**src/rtl/pc_csel_pkg.sv**
```systemverilog
package pc_csel_pkg;
  localparam int unsigned PC_W_DEF    = 10;
  localparam int unsigned SLICE_W_DEF = 5;

  typedef enum logic [1:0] {
    NXT_CLEAR = 2'd0,
    NXT_LOAD  = 2'd1,
    NXT_INC   = 2'd2,
    NXT_HOLD  = 2'd3
  } nxt_src_e;
endpackage

```
**src/rtl/exc1_slice.sv**
```systemverilog
// Excess-one converter: x = b + 1 within the slice, each bit from a parallel AND of lower bits.
module exc1_slice #(
  parameter int unsigned W = 5
) (
  input  logic [W-1:0] b,
  output logic [W-1:0] x,
  output logic         all_ones
);
  genvar i;
  generate
    for (i = 0; i < W; i++) begin : g_bit
      if (i == 0) begin : g_lsb
        assign x[0] = ~b[0];
      end else begin : g_up
        assign x[i] = b[i] ^ (&b[i-1:0]);
      end
    end
  endgenerate

  assign all_ones = &b;
endmodule

```
**src/rtl/csel_incr.sv**
```systemverilog
// Carry-select incrementer built from excess-one slices.
module csel_incr #(
  parameter int unsigned PC_W    = 10,
  parameter int unsigned SLICE_W = 5
) (
  input  logic [PC_W-1:0] cur,
  output logic [PC_W-1:0] nxt
);
  localparam int unsigned NSLICE = (PC_W + SLICE_W - 1) / SLICE_W;
  localparam int unsigned LAST_W = PC_W - (NSLICE - 1) * SLICE_W;

  logic [NSLICE-1:0] slice_full;

  genvar k;
  generate
    for (k = 0; k < NSLICE; k++) begin : g_slice
      localparam int unsigned SW   = (k == NSLICE - 1) ? LAST_W : SLICE_W;
      localparam int unsigned BASE = k * SLICE_W;
      logic [SW-1:0] plain;
      logic [SW-1:0] bumped;

      assign plain = cur[BASE +: SW];

      exc1_slice #(.W(SW)) u_exc (
        .b        (plain),
        .x        (bumped),
        .all_ones (slice_full[k])
      );

      if (k == 0) begin : g_low
        assign nxt[BASE +: SW] = bumped;
      end else begin : g_high
        logic take;
        assign take = &slice_full[k-1:0];
        assign nxt[BASE +: SW] = take ? bumped : plain;
      end
    end
  endgenerate
endmodule

```
**src/rtl/pc_next_sel.sv**
```systemverilog
// Priority selection of the next address: clear, load, increment, hold.
module pc_next_sel
  import pc_csel_pkg::*;
#(
  parameter int unsigned PC_W = 10
) (
  input  logic            rst,
  input  logic            jmp_ld,
  input  logic            cnt_en,
  input  logic [PC_W-1:0] cur,
  input  logic [PC_W-1:0] inc_val,
  input  logic [PC_W-1:0] tgt,
  output logic [PC_W-1:0] nxt
);
  nxt_src_e src;

  always_comb begin
    if (rst)         src = NXT_CLEAR;
    else if (jmp_ld) src = NXT_LOAD;
    else if (cnt_en) src = NXT_INC;
    else             src = NXT_HOLD;
  end

  always_comb begin
    unique case (src)
      NXT_CLEAR: nxt = '0;
      NXT_LOAD:  nxt = tgt;
      NXT_INC:   nxt = inc_val;
      default:   nxt = cur;
    endcase
  end
endmodule

```
**src/rtl/pc_csel_counter.sv**
```systemverilog
module pc_csel_counter
  import pc_csel_pkg::*;
#(
  parameter int unsigned PC_W    = PC_W_DEF,
  parameter int unsigned SLICE_W = SLICE_W_DEF
) (
  input  logic            clk,
  input  logic            rst,
  input  logic            cnt_en,
  input  logic            jmp_ld,
  input  logic [PC_W-1:0] jmp_tgt,
  output logic [PC_W-1:0] pc_addr
);
  logic [PC_W-1:0] pc_q;
  logic [PC_W-1:0] pc_inc;
  logic [PC_W-1:0] pc_d;

  csel_incr #(.PC_W(PC_W), .SLICE_W(SLICE_W)) u_incr (
    .cur (pc_q),
    .nxt (pc_inc)
  );

  pc_next_sel #(.PC_W(PC_W)) u_sel (
    .rst     (rst),
    .jmp_ld  (jmp_ld),
    .cnt_en  (cnt_en),
    .cur     (pc_q),
    .inc_val (pc_inc),
    .tgt     (jmp_tgt),
    .nxt     (pc_d)
  );

  always_ff @(posedge clk) begin
    pc_q <= pc_d;
  end

  assign pc_addr = pc_q;
endmodule

```
**config.mk**
```make
export PLATFORM = sky130hd
export DESIGN_NAME = pc_csel_counter
export DESIGN_NICKNAME = d
export VERILOG_FILES = /design/src/rtl/pc_csel_pkg.sv /design/src/rtl/exc1_slice.sv /design/src/rtl/csel_incr.sv /design/src/rtl/pc_next_sel.sv /design/src/rtl/pc_csel_counter.sv
export SDC_FILE = /design/constraint.sdc
export NUM_CORES = 1
export LEC_CHECK = 0
export BUFFER_PORTS_ARGS = -buffer_cell sky130_fd_sc_hd__buf_2
export CAP_MARGIN = 20
export CORE_MARGIN = 2
export CORE_UTILIZATION = 46
export CTS_CLUSTER_DIAMETER = 80
export CTS_CLUSTER_SIZE = 24
export DETAILED_ROUTE_END_ITERATION = 16
export GPL_TIMING_DRIVEN = 0
export PLACE_DENSITY = 0.72
export SLEW_MARGIN = 10
export SYNTH_ARGS = -nofsm -noshare
export SYNTH_HDL_FRONTEND = slang
export SYNTH_SLANG_ARGS = --single-unit
export TNS_END_PERCENT = 30
```
**constraint.sdc**
```tcl
create_clock -name clk -period 1.55 [get_ports clk]
set_input_delay 0.31 -clock clk [delete_from_list [all_inputs] [get_ports clk]]
set_output_delay 0.31 -clock clk [all_outputs]
set_load 0.01 [all_outputs]
```
==> impl_metrics.ini, run 1 <==
[timing]
whs_ns = 0.381
setup_viol_count_final = 0
worstMarginPinSlew_ns = 0.230
period_minus_slack_ns = 1.49
hold_viol = 0
slew_headroom = 0.846
worst_slack_ns = 0.0594
fmax_mhz = 671
maxSlewViolCount = 0
period_share = 0.962
skew_ns = 0.00179

[placed_design]
place_congestion = 0.718
dp_slack_ns = 0.0511
io_buffers = 23
dp_hpwl_um = 984

[critical_path]
slowest_delay_ns = 0.42
rr_startpoint = pc_addr[0]$_DFFE_PP_
rr_worst_depth = 5
critPathKind = reg -> reg
worst_ep_required_time_ns = 1.57
slowest_stage = edfxtp_1
critPathTopFamily = adder cells
cp_max_fo = 3
setup.worst_path.start_class = register
r2r_slack_ns = 0.06
path_cells = ha_2, and3_1, ha_1, nand3b_1, a21oi_2
end_kind = register
r2r_end = pc_addr[4]$_DFFE_PP_
crit_arrival_ns = 1.51
crit_buf_inv = 0

[die]
die_y_um = 41.5
die-width_um = 41.5
dieArea_um2 = 1720
core_um2 = 1300
row_count = 13
io_pins = 24
start_util = 0.496

[power]
powerDensity_nw_per_um2 = 811
leakagePower_uw = 0.000382
worst_ir_drop_vdd_mv = 0.397

[status]
status = complete, no violations

[final_layout]
synthToLayoutAreaGrowth_pct = 26.2
antenna_cells = 0
nets = 104
largest_reg_flops = 10
drive_gt1_frac = 0.464
n_fill_cell = 123

[route]
route.vias.total = 535
first_pass_iters = 2
antenna_left = 0
initialDrtViolationCount = 2
routedWlPerCell_um = 13.2
drc_errors = 0
via_per_inst = 5.40
drt-total-wl_um = 1300

[logic_synthesis]
ys_seq_elements = 10
synthesis.area_um2 = 646
synth.distinct_cells = 19
ys_warn_count = 0
synth.top_cell.area_share = 0.465
synth_area_leaders = edfxtp_1 47%, ha_1 9.7%, nand3b_1 8.1%, a22oi_2 7.8%, nand2_1 4.1%
synth_top_area_cell = edfxtp_1
avgSynthCellArea_um2 = 11.3
syn_nets = 76
seq_area_frac_synth = 0.465
synthCells = 57

[clock_tree]
cts_root_buf = clkbuf_4
cts.sinks = 10
cts_buffer_depth = 2
post-cts-setup-buffers = 0
worstSkewPairLatency_ns = 0.27
htreeDepth = 1
cts_buffers = 3
cts_tree = yes
path_clk_slew_ns = 0.07

[min_path]
hold_start = jmp_tgt[1]
whs_endpoint = pc_addr[1]$_DFFE_PP_
hp-class = in -> reg
min_path_cells = 3

[global_routing]
grt_overflow_total = 0
grt_use_total = 0.159
grt_pass1_vias = 509
grt_pass1_wl_um = 2100
antenna_found_initial = 0
grt_start_max_net_pins = 11

[job]
maxCapViolations = 0
-- final cells by class --
class / instances / area, um2 / share of cell area
multi-input combinational: 43 / 315 / 0.387
sequential: 10 / 300 / 0.369
timing repair buffer: 23 / 115 / 0.141
buffer: 4 / 38.8 / 0.0476
clock buffer: 3 / 22.5 / 0.0276
tap: 15 / 18.8 / 0.0230
clock inverter: 1 / 3.75 / 0.00461
-- per-layer routing --
| layer | GRT usage | share of wire | vias up |
|---|---|---|---|
| li1 | - | - | 263 |
| met1 | 0.191 | 0.45 | 256 |
| met2 | 0.259 | 0.50 | 12 |
| met3 | 0.0435 | 0.041 | 4 |
| met4 | 0.0774 | 0.015 | 0 |
| met5 | 0 | 0 | - |
-- worst max-delay path by stage --
stage	depth (start not counted)	start	to
global route	5	pc_addr[0]$_DFFE_PP_	pc_addr[4]$_DFFE_PP_
global placement	5	pc_addr[0]$_DFFE_PP_	pc_addr[5]$_DFFE_PP_
finish	5	pc_addr[0]$_DFFE_PP_	pc_addr[4]$_DFFE_PP_
detailed placement	5	pc_addr[0]$_DFFE_PP_	pc_addr[6]$_DFFE_PP_
floorplan	5	pc_addr[0]$_DFFE_PP_	pc_addr[4]$_DFFE_PP_
CTS	5	pc_addr[0]$_DFFE_PP_	pc_addr[5]$_DFFE_PP_
-- report_power, final --
part	switching, uW	total, uW	internal (uW)
Combinational	69.4	133	63.8
Clock	96.2	189	93.2
Sequential	15.1	338	323
-- worst min-delay path, stage by stage --
cell and delay [ns]:
buf_2 0.07, nand2_1 0.04, a21oi_1 0.11
-- logic make-up after synthesis --
group	share of synthesized area
xor gates and xnor gates	0.0271
DFF	0.465
adders and majority gates	0.0969
and+or+nand+nor	0.215
buffers and inverters	0.0601
AOI/OAI and AO/OA	0.136
-- synthesized netlist by cell type, drive strengths merged --
master  instances
nand4           1
nand3b          7
a21oi           5
edfxtp         10
o211ai          1
nor2            7
nand2           7
xor2            2
ha              5
and3            1
and2b           1
buf             4
or3             1
a22oi           4
nand3           1
-- layout by cell type (no fill, tap or decap) --
cell type   n
a21oi_1     4
a21oi_2     1
a22oi_2     4
and2b_1     1
and3_1      1
buf_2      24
buf_4       1
buf_6       1
buf_8       1
clkbuf_4    3
clkinv_1    1
edfxtp_1   10
ha_1        4
ha_2        1
nand2_1     6
nand2_2     1
nand3_1     1
nand3b_1    7
nand4_1     1
nor2_1      6
nor2_2      1
o211ai_2    1
or3_1       1
xor2_1      2
-- timing repair --
action,in CTS,in global routing
resized for setup,0,3
setup endpoints to repair,0,6
hold buffers,0,0
-- per-stage QoR --
step,util,instance area (um2),TNS [ns],power (uW),instances
global route,0.626,815,-0.0134,702,99
detailed placement,0.599,779,0,477,95
global placement,0.599,779,0,473,95
CTS,0.619,806,0,668,99
floorplan,-,646,0,422,57
finish,0.626,815,0,661,99
(Power assumes the default switching activity.)
==> run 2: changes to the inputs <==
SETUP_SLACK_MARGIN = 0.15   (was not set)
clock period = 1.65 ns   (was 1.55 ns; I/O delays follow)
==> run 2 against run 1 <==
Effect of this change: clock power fell by 6%; fmax up 4.2%; final area is 1.5% higher; wire length shrank 1.5%; clock-buffer cell count stayed put; first-iteration DRC count increased by 50%; register-to-register slack better by 0.16 ns; clock skew shrank 0.00077 ns; worst hold slack improved by 0.021 ns.
==> impl_metrics.ini, run 2 (synthesis gave the netlist of run 1 again) <==
[timing]
skew_ns = 0.00102
setup_viol_count_final = 0
maxSlewViolCount = 0
hold_viol = 0
rsz0062_at_grt = false
whs_ns = 0.402
period_minus_slack_ns = 1.43
fmax_mhz = 699
period_share = 0.867
finalSetupTns_ns = 0
slew_headroom = 0.843
worstMarginPinSlew_ns = 0.235

[final_layout]
mostFrequentLayoutCell = buf_2
nets = 105
stdcell_count = 100
largest_reg_flops = 10
final_cell_mix = 24 x buf_2, 10 x edfxtp_1, 7 x nand3b_1
drive_gt1_frac = 0.482
synthToLayoutAreaGrowth_pct = 28.1
antenna_cells = 0
final_util = 0.636

[clock_tree]
path_clk_slew_ns = 0.07
htreeDepth = 1
cts.sinks = 10
cts_buffers = 3
cts_root_buf = clkbuf_4
worstSkewPairLatency_ns = 0.27
hold_buffers = 0
cts_tree = yes
cts_buffer_depth = 2

[die]
die_y_um = 41.5
core_um2 = 1300
die-width_um = 41.5
row_count = 13
start_util = 0.496
dieArea_um2 = 1720
io_pins = 24

[route]
routedWlPerCell_um = 12.8
via_per_inst = 5.28
route.vias.total = 528
initialDrtViolationCount = 3
drt-total-wl_um = 1280
first_pass_iters = 2
antenna_left = 0
drc_errors = 0

[global_routing]
grt_use_total = 0.160
antenna_found_initial = 0
grt_pass1_wl_um = 2120
grt_start_max_net_pins = 11
grt_overflow_total = 0
grt_pass1_vias = 505

[critical_path]
end_kind = register
cp_max_fo = 2
crit_arrival_ns = 1.45
setup.worst_path.start_class = register
critPathKind = reg -> reg
worst_ep_required_time_ns = 1.67

[placed_design]
dp_hpwl_um = 984
place_inst = 95
io_buffers = 23
place_congestion = 0.718

[power]
powerDensity_nw_per_um2 = 753
leakagePower_uw = 0.000385
worst_ir_drop_vdd_mv = 0.371

[status]
status = complete, no violations

[job]
maxCapViolations = 0

[min_path]
hp-class = in -> reg
-- run 2: layer usage --
layer	GRT usage	wire, um	up-vias
met4	0.0774	19	0
met3	0.0435	54	4
li1	-	-	266
met1	0.197	562	246
met5	0	0	-
met2	0.256	648	12
-- run 2: critical path, cell delays in order (launching register included) --
cell      delay [ns]
edfxtp_1        0.40
ha_2            0.20
and3_4          0.17
ha_1            0.26
nand3b_1        0.10
a21oi_2         0.06
-- run 2: path summary, 6_finish.rpt --
path | slack, ns | from | to | cells past startpoint
worst max-delay path | 0.22 | pc_addr[0]$_DFFE_PP_ | pc_addr[4]$_DFFE_PP_ | 5
worst min-delay path | 0.40 | jmp_tgt[2] | pc_addr[2]$_DFFE_PP_ | 3
worst max register to register | 0.22 | pc_addr[0]$_DFFE_PP_ | pc_addr[4]$_DFFE_PP_ | 5
worst min register to register | 0.66 | pc_addr[9]$_DFFE_PP_ | pc_addr[9]$_DFFE_PP_ | 2
-- run 2: metrics by stage --
| stage | total power [uW] | worst slack, ns | instance area, um2 |
|---|---|---|---|
| 5_1_grt | 663 | 0.144 | 827 |
| 6_report | 623 | 0.220 | 827 |
| 4_1_cts | 627 | 0.145 | 808 |
| 3_5_place_dp | 448 | 0.151 | 779 |
| 3_3_place_gp | 444 | 0.164 | 779 |
| 2_1_floorplan | 397 | 0.168 | 646 |
-- run 2: cell type report --
class	instances	area (um2)
fillers	119	474
multi-input cells	43	320
flip-flops and latches	10	300
repair buffers	24	123
plain buffers	4	38.8
clock buffers	3	22.5
well taps	15	18.8
clock inverters	1	3.75
-- run 2: power by group --
| part | switching (uW) | leakage [uW] | internal (uW) |
|---|---|---|---|
| clock network | 89.2 | 0.0000154 | 87.5 |
| logic | 66.0 | 0.000258 | 62.6 |
| registers | 13.9 | 0.000112 | 304 |
-- run 2: repair_timing --
| action | CTS | global route |
|---|---|---|
| buffers inserted | 0 | 1 |
| gates resized for setup | 1 | 3 |
| pin swaps | 0 | 1 |
| endpoints found under the hold margin | 0 | 0 |
| setup endpoints to repair | 6 | 6 |
==> run 3: changes to the inputs <==
ABC_AREA = 1   (was not set)
CORE_UTILIZATION = 45   (was 46)
==> run 3 against run 2 <==
Effect of this change: die area down 6.2%; critical path depth did not move; via count down 10%; synthesized cell count up 3.5%.
==> impl_metrics.ini, run 3 <==
[status]
status = complete, no violations

[timing]
worstMarginPinSlew_ns = 0.248
period_share = 0.864
skew_ns = 0.00385
finalSetupTns_ns = 0
period_minus_slack_ns = 1.43
fmax_mhz = 701
slew_headroom = 0.834
hold_viol = 0
maxSlewViolCount = 0
setup_viol_count_final = 0
rsz0062_at_grt = false

[clock_tree]
cts_buffer_depth = 2
cts_buffers = 3
cts_tree = yes
path_clk_slew_ns = 0.07
htreeDepth = 1
worstSkewPairLatency_ns = 0.26
cts.sinks = 10
cts_root_buf = clkbuf_4

[global_routing]
antenna_found_initial = 0
grt_use_total = 0.145
grt_start_max_net_pins = 11
grt_pass1_wl_um = 1440
grt_pass1_vias = 360
grt_overflow_total = 0

[critical_path]
crit_arrival_ns = 1.43
cp_max_fo = 5
setup.worst_path.start_class = register
critPathKind = reg -> reg
end_kind = register
worst_ep_required_time_ns = 1.65

[route]
route.met2.wl_um = 552
wl_met3_um = 43
routedWlPerCell_um = 11.1
top_layer_used = met3
drc_errors = 0
initialDrtViolationCount = 18
via_per_inst = 4.68
antenna_left = 0
drt-total-wl_um = 1120
route.vias.total = 473
wl_met1_um = 522
first_pass_iters = 4

[power]
leakagePower_uw = 0.000389
worst_ir_drop_vdd_mv = 0.349
powerDensity_nw_per_um2 = 783

[die]
io_pins = 24
start_util = 0.470
core_um2 = 1250
die-width_um = 40.2
row_count = 13
die_y_um = 40.2
dieArea_um2 = 1610

[logic_synthesis]
synth_most_common_cell = nand2_1
synth-async-reset-ratio = 0
synth_area_leaders = edfxtp_1 51%, nand2_1 16%, ha_1 11%, o21ai_2 6.0%, nor2_4 3.8%
avgSynthCellArea_um2 = 9.97
synth_top_area_cell = edfxtp_1
synth.top_cell.area_share = 0.511
syn_nets = 78
seq_area_frac_synth = 0.511
synth_edf_count = 10
synth_flop_cell = edfxtp_1
ys_seq_elements = 10
synthesis.area_um2 = 588
ys_warn_count = 0
synthCells = 59
synth_top_cells_by_count = 25 x nand2_1, 10 x edfxtp_1, 5 x ha_1
synth.distinct_cells = 13

[final_layout]
synthToLayoutAreaGrowth_pct = 28.7
mostFrequentLayoutCell = nand2_1
final_cell_mix = 24 x nand2_1, 23 x buf_2, 10 x edfxtp_1
antenna_cells = 0
nets = 107
drive_gt1_frac = 0.465
stdcell_area_um2 = 757
largest_reg_flops = 10
n_fill_cell = 120

[placed_design]
place_congestion = 0.747
io_buffers = 23
placed_area_um2 = 722

[min_path]
hp-class = in -> reg

[job]
maxCapViolations = 0
[run 3: cell count changes after synthesis, sizes merged, moves of 2 or more]
cell,delta
xnor2,+2
inv,+4
nand3b,-7
o21ai,+4
xor2,-2
nand2,+20
nor2,-4
a22oi,-4
buf,-4
a21oi,-5
[run 3: power by group]
part / internal [uW] / switching, uW / total [uW] / leakage [uW]
sequential: 305 / 15.8 / 321 / 0.000112
clock: 84.1 / 79.5 / 164 / 0.0000138
combinational: 48.8 / 59.8 / 109 / 0.000264
[run 3: cell type report]
| class | count | area [um2] | area share |
|---|---|---|---|
| Clock buffer | 3 | 22.5 | 0.0298 |
| Inverter | 4 | 15.0 | 0.0198 |
| Multi-Input combinational cell | 45 | 278 | 0.367 |
| Sequential cell | 10 | 300 | 0.397 |
| Tap cell | 15 | 18.8 | 0.0248 |
| Timing Repair Buffer | 24 | 123 | 0.162 |
[run 3: stage by stage]
stage | power, uW | cells | hold WS [ns] | utilization | setup WS (ns)
after CTS | 597 | 100 | 0.333 | 0.596 | 0.165
after detailed placement | 432 | 97 | 0.608 | 0.576 | 0.124
final | 593 | 101 | 0.337 | 0.604 | 0.224
after global placement | 429 | 97 | 0.599 | 0.576 | 0.130
after global routing | 628 | 101 | 0.329 | 0.604 | 0.169
after floorplan | 383 | 59 | 0.516 | - | 0.189
[run 3: timing repair]
| item | 4_1_cts | 5_1_grt |
|---|---|---|
| hold buffers | 0 | 0 |
| setup buffers | 0 | 1 |
| pin swaps | 0 | 0 |
| cloned | 0 | 0 |
| endpoints found under the setup margin | 5 | 6 |
| gates resized for setup | 1 | 1 |
[run 3: cell families (layout without fill, tap and decap cells)]
group	Yosys count	in the layout	share of synthesized area
flops	10	10	0.511
compound gates	4	4	0.0596
buf+inv	4	31	0.0255
fa+ha+maj	5	5	0.106
simple gates	34	34	0.268
xor+xnor	2	2	0.0298
[run 3: metal layers]
layer,track usage,vias up
li1,-,254
met1,0.168,207
met5,0,-
met4,0.129,0
met2,0.222,12
met3,0.0333,0
[run 3: worst paths after layout]
path | startpoint | end | slack (ns) | depth (start not counted)
max | pc_addr[0]$_DFFE_PP_ | pc_addr[8]$_DFFE_PP_ | 0.22 | 5
max reg2reg | pc_addr[0]$_DFFE_PP_ | pc_addr[8]$_DFFE_PP_ | 0.22 | 5
min reg2reg | pc_addr[5]$_DFFE_PP_ | pc_addr[5]$_DFFE_PP_ | 0.64 | 1
min | jmp_tgt[4] | pc_addr[4]$_DFFE_PP_ | 0.34 | 3
[run 3: worst max-delay path: stages (launching register included)]
cell and delay, ns:
edfxtp_1 0.41, ha_2 0.21, and3_1 0.19, ha_1 0.18, nand2_1 0.07, nand2_2 0.10
